`src/rtl/spin_pkg.sv`:
```
package spin_pkg;

    localparam int NUM_POS = 6;
    localparam int POS_W   = 3;
    localparam int SEG_W   = 7;

    typedef enum logic [1:0] {
        ST_IDLE  = 2'd0,
        ST_RUN   = 2'd1,
        ST_DRAIN = 2'd2
    } spin_state_e;

    typedef logic [POS_W-1:0] pos_t;

    localparam pos_t POS_HOME = pos_t'(0);
    localparam pos_t POS_LAST = pos_t'(NUM_POS - 1);

endpackage

```
`src/rtl/spin_pulse_det.sv`:
```
module spin_pulse_det (
    input  logic clk,
    input  logic rst,
    input  logic level_i,
    output logic pulse_o
);
    logic level_q;

    always_ff @(posedge clk) begin
        if (rst) level_q <= 1'b0;
        else     level_q <= level_i;
    end

    assign pulse_o = level_i & ~level_q;
endmodule

```
`src/rtl/spin_tick_gen.sv`:
```
module spin_tick_gen #(
    parameter int TICK_SLOW = 10_000_000
) (
    input  logic clk,
    input  logic rst,
    input  logic enable_i,
    input  logic fast_i,
    output logic tick_o
);
    localparam int CNT_W     = $clog2(TICK_SLOW + 1);
    localparam int TICK_FAST = (TICK_SLOW / 2 < 1) ? 1 : TICK_SLOW / 2;

    logic [CNT_W-1:0] cnt_q;
    logic [CNT_W-1:0] limit_m1;

    always_comb begin
        if (fast_i) limit_m1 = CNT_W'(TICK_FAST - 1);
        else        limit_m1 = CNT_W'(TICK_SLOW - 1);
    end

    assign tick_o = enable_i && (cnt_q >= limit_m1);

    always_ff @(posedge clk) begin
        if (rst || !enable_i) cnt_q <= '0;
        else if (tick_o)      cnt_q <= '0;
        else                  cnt_q <= cnt_q + CNT_W'(1);
    end
endmodule

```
`src/rtl/spin_fsm.sv`:
```
module spin_fsm
    import spin_pkg::*;
(
    input  logic        clk,
    input  logic        rst,
    input  logic        req_i,
    input  logic        tick_i,
    input  logic        dir_cw_i,
    output spin_state_e state_o,
    output pos_t        pos_o,
    output logic        wrap_o
);
    spin_state_e state_q, state_d;
    pos_t        pos_q, pos_d, step_pos;
    logic        stop_want;

    always_comb begin
        if (dir_cw_i) step_pos = (pos_q == POS_LAST) ? POS_HOME : pos_q + pos_t'(1);
        else          step_pos = (pos_q == POS_HOME) ? POS_LAST : pos_q - pos_t'(1);
    end

    always_comb begin
        state_d   = state_q;
        pos_d     = pos_q;
        wrap_o    = 1'b0;
        stop_want = (state_q == ST_DRAIN) || req_i;
        unique case (state_q)
            ST_IDLE: begin
                pos_d = POS_HOME;
                if (req_i) state_d = ST_RUN;
            end
            ST_RUN, ST_DRAIN: begin
                if (tick_i) begin
                    pos_d  = step_pos;
                    wrap_o = (step_pos == POS_HOME);
                end
                if (stop_want) begin
                    if (tick_i && step_pos == POS_HOME) state_d = ST_IDLE;
                    else                                state_d = ST_DRAIN;
                end
            end
            default: begin
                state_d = ST_IDLE;
                pos_d   = POS_HOME;
            end
        endcase
    end

    always_ff @(posedge clk) begin
        if (rst) begin
            state_q <= ST_IDLE;
            pos_q   <= POS_HOME;
        end else begin
            state_q <= state_d;
            pos_q   <= pos_d;
        end
    end

    assign state_o = state_q;
    assign pos_o   = pos_q;
endmodule

```
`src/rtl/spin_rot_counter.sv`:
```
module spin_rot_counter #(
    parameter int ROT_W = 16
) (
    input  logic             clk,
    input  logic             rst,
    input  logic             inc_i,
    output logic [ROT_W-1:0] count_o
);
    always_ff @(posedge clk) begin
        if (rst)        count_o <= '0;
        else if (inc_i) count_o <= count_o + ROT_W'(1);
    end
endmodule

```
`src/rtl/seg_spinner.sv`:
```
module seg_spinner
    import spin_pkg::*;
#(
    parameter int TICK_SLOW = 10_000_000,
    parameter int ROT_W     = 16
) (
    input  logic             clk,
    input  logic             rst,
    input  logic             dir_cw,
    input  logic             start_stop,
    input  logic             speed_fast,
    output logic [6:0]       seg,
    output logic [ROT_W-1:0] rotations
);
    logic        req;
    logic        tick;
    logic        wrap;
    spin_state_e state_q;
    pos_t        pos;

    spin_pulse_det u_req (
        .clk     (clk),
        .rst     (rst),
        .level_i (start_stop),
        .pulse_o (req)
    );

    spin_tick_gen #(.TICK_SLOW(TICK_SLOW)) u_tick (
        .clk      (clk),
        .rst      (rst),
        .enable_i (state_q != ST_IDLE),
        .fast_i   (speed_fast),
        .tick_o   (tick)
    );

    spin_fsm u_fsm (
        .clk      (clk),
        .rst      (rst),
        .req_i    (req),
        .tick_i   (tick),
        .dir_cw_i (dir_cw),
        .state_o  (state_q),
        .pos_o    (pos),
        .wrap_o   (wrap)
    );

    spin_rot_counter #(.ROT_W(ROT_W)) u_rot (
        .clk     (clk),
        .rst     (rst),
        .inc_i   (wrap),
        .count_o (rotations)
    );

    always_comb begin
        seg = '0;
        for (int i = 0; i < NUM_POS; i++) begin
            if (pos == pos_t'(i)) seg[i] = 1'b1;
        end
    end
endmodule

```
`config.mk`:
```
export PLATFORM = sky130hd
export DESIGN_NAME = seg_spinner
export DESIGN_NICKNAME = d
export VERILOG_FILES = /design/src/rtl/spin_pkg.sv /design/src/rtl/spin_pulse_det.sv /design/src/rtl/spin_tick_gen.sv /design/src/rtl/spin_fsm.sv /design/src/rtl/spin_rot_counter.sv /design/src/rtl/seg_spinner.sv
export SDC_FILE = /design/constraint.sdc
export NUM_CORES = 1
export LEC_CHECK = 0
export ABC_AREA = 1
export ABC_CLOCK_PERIOD_IN_PS = 2100
export BUFFER_PORTS_ARGS = -buffer_cell sky130_fd_sc_hd__buf_2
export CAP_MARGIN = 20
export CORE_UTILIZATION = 45
export DETAILED_ROUTE_END_ITERATION = 12
export GPL_ROUTABILITY_DRIVEN = 0
export GPL_TIMING_DRIVEN = 0
export HOLD_SLACK_MARGIN = 0.02
export PLACE_DENSITY = 0.67
export SYNTH_ARGS = -nofsm -noshare
export SYNTH_HDL_FRONTEND = slang
export SYNTH_SLANG_ARGS = --single-unit
export TNS_END_PERCENT = 1
```
`constraint.sdc`:
```
create_clock -name clk -period 2.1 [get_ports clk]
set_input_delay 0 -clock clk [delete_from_list [all_inputs] [get_ports clk]]
set_output_delay 0 -clock clk [all_outputs]
set_load 0.01 [all_outputs]
```
==> impl_metrics.yaml <==
pwr:
  power_density_mw_per_mm2: 583
  power_uw: 1860
  ir_drop_mv: 0.367
  leakagePower_uw: 0.00134
floorplanning:
  initial_utilization_pct: 47.4
  dieArea_mm2: 0.00663
  num_rows: 28
  die_w_um: 81.4
  core_mm2: 0.00599
  die_y_um: 81.4
  pin_count: 28
timing:
  finClkSkew_ns: 0.00559
  hold_ws_ns: 0.0588
  slew_headroom_pct: 53.5
  slew_violations: 0
  tns_ns: 0
  setup_violations: 0
  hold_violations: 0
  rsz0062_at_grt: "no"
  worst_pin_slew_ns: 0.698
  fmax_mhz: 522
  finalCritPeriodShare_pct: 91.3
  fin_crit_ns: 1.92
finish:
  multi_input_area_mm2: 0.00174
  drive_above_1_share_pct: 20.9
  diodes: 0
  nFillCells: 608
  seqCellArea_um2: 926
  final_cell_mix: "nand2_1, nor2_1, dfxtp_1"
  final_common_cell: "nand2_1"
  synthToLayoutAreaGrowth_pct: 12.3
  fin_area_mm2: 0.00319
  instances_no_fill: 501
  nets: 450
route:
  drt_iter0_drc: 88
  routedWlPerCell_um: 11.7
  avgViaCountPerCell: 4.93
  dr.pass1.iters: 4
  drcViolationCount: 0
  drt_wl_total_um: 5860
  vias: 2468
  final_antenna_net_count: 0
global_routing:
  grt_pass1_vias: 2167
  grt_antenna_before_repair: 0
  grt_overflow: 0
  met1_usage_pct: 26.1
  track_usage_pct: 19.0
  grt-busiest-layer: "met2"
  use_met2_pct: 29.7
  grt_max_degree: 14
  grt_pass1_wl_um: 9770
  gr-usage-met3_pct: 3.33
logic_synthesis:
  synth_seq_area_share_pct: 32.5
  synth_area_leaders: "dfxtp_1, nand2_1, ha_1, nor2_1, inv_1"
  synth_cell_types: 41
  syn_area_mm2: 0.00284
  async_reset_ff_share_pct: 0
  yosys_warnings: 0
  syn-instance-count: 393
  yosysTopAreaCell: "dfxtp_1"
  ys_ff_latch: 46
  syn_area_per_cell_um2: 7.22
  synth_edf_count: 0
  syn_nets: 417
  synth_top_area_share_pct: 32.5
  synthFlopType: "dfxtp_1"
worst_setup_path:
  cp-end-kind: "register"
  criticalPathCategory: "register to register"
  start_kind: "register"
  cp_max_fo: 10
  critPathRequiredTime_ns: 2.33
  worstPathArrival_ns: 2.15
clocking:
  clk_latency_ns: 0.30
  htreeDepth: 2
  clkTransAtPathRegs_ns: 0.08
  clock_path_buffers: 2
  cts_tree: "built"
  cts_buffers: 5
  clock-sinks: 46
  root_buffer: "clkbuf_8"
place:
  portBuffers: 25
  dp.cells: 493
  dpl_cell_area_mm2: 0.00306
  dp_hpwl_um: 4540
min_path:
  holdCritPathClass: "input pin to register"
run_status:
  outcome: "completed"
flow_run:
  cap_violations: 0
[cells in the mapped netlist (2+ instances only)]
cell / number
a21oi_1: 21
a21oi_2: 10
buf_2: 4
clkbuf_1: 2
dfxtp_1: 46
ha_1: 19
inv_1: 38
inv_2: 3
nand2_1: 92
nand2_2: 11
nand3_1: 16
nand3_2: 3
nand4_1: 8
nor2_1: 50
nor2_2: 3
nor3_1: 8
nor3_2: 2
nor3b_1: 3
nor4_1: 4
o21ai_0: 4
or2_2: 7
xnor2_1: 8
xor2_1: 13
[power breakdown]
group | leakage (uW) | internal [uW] | switching, uW | total [uW]
clock | 0.0000438 | 224 | 297 | 522
sequential | 0.000373 | 903 | 23.3 | 927
combinational | 0.000924 | 126 | 285 | 410
total | 0.00134 | 1250 | 605 | 1860
[final timing paths]
check | startpoint | to | slack (ns) | cells after the start
max | u_tick.cnt_q[15]$_SDFF_PP0_ | u_tick.cnt_q[19]$_SDFF_PP0_ | 0.18 | 10
min | dir_cw | u_fsm.pos_o[1]$_SDFFE_PP0P_ | 0.06 | 4
max reg2reg | u_tick.cnt_q[15]$_SDFF_PP0_ | u_tick.cnt_q[19]$_SDFF_PP0_ | 0.18 | 10
min reg2reg | u_tick.cnt_q[0]$_SDFF_PP0_ | u_tick.cnt_q[0]$_SDFF_PP0_ | 0.45 | 1
[logic make-up (layout without fill, tap and decap cells)]
kind of cell	Yosys count	count (layout)	share of synthesized area [%]
buffers and inverters	49	82	7.19
other	1	1	0.132
adder cells (fa/ha/maj)	19	19	8.38
XOR/XNOR	21	21	6.48
AO/OA/AOI/OAI	42	42	9.26
AND/OR/NAND/NOR	215	215	36.1
flip-flops	46	46	32.5
[metal layers]
| metal | up-vias | wire (um) |
|---|---|---|
| met2 | 41 | 2680 |
| met3 | 7 | 178 |
| li1 | 1335 | - |
| met4 | 0 | 88 |
| met5 | - | 0 |
| met1 | 1085 | 2910 |
[sequential cells by signal, summed over array words and instances, names as in the netlist]
register	count
u_fsm.pos_o	3
u_tick.cnt_q	24
u_fsm.state_o	2
u_req.level_q	1
u_rot.count_o	16
[timing repair]
action	CTS	global route
hold buffers	1	0
setup buffers	0	0
endpoints found under the hold margin	1	0
setup endpoints to repair	0	31
resized for setup	0	14
[per-stage QoR]
step | util [%] | setup slack, ns
2_1_floorplan | - | 0.328
3_3_place_gp | 51.0 | 0.0933
3_5_place_dp | 51.0 | 0.0207
4_1_cts | 52.5 | 0.00511
5_1_grt | 53.2 | 0.0158
6_report | 53.2 | 0.183
[worst max-delay path: stages (launching register included)]
cell and delay, ns:
dfxtp_1 0.41, ha_1 0.27, a21o_1 0.18, nor2_1 0.08, nand2_1 0.07, nand2_1 0.06, nand3_2 0.14, nand2_2 0.17
nand3_4 0.13, buf_4 0.22, a21oi_1 0.13
[area by class of cell]
class                   count  share of cell area [%]
plain buffers               8                    1.81
well taps                  75                    2.95
inverters                  41                    4.83
repair buffers             26                    4.24
clock buffers               5                    2.16
flip-flops and latches     46                    29.1
multi-input cells         298                    54.6
clock inverters             2                   0.314
No activity file was read; power rests on OpenSTA's default activity.
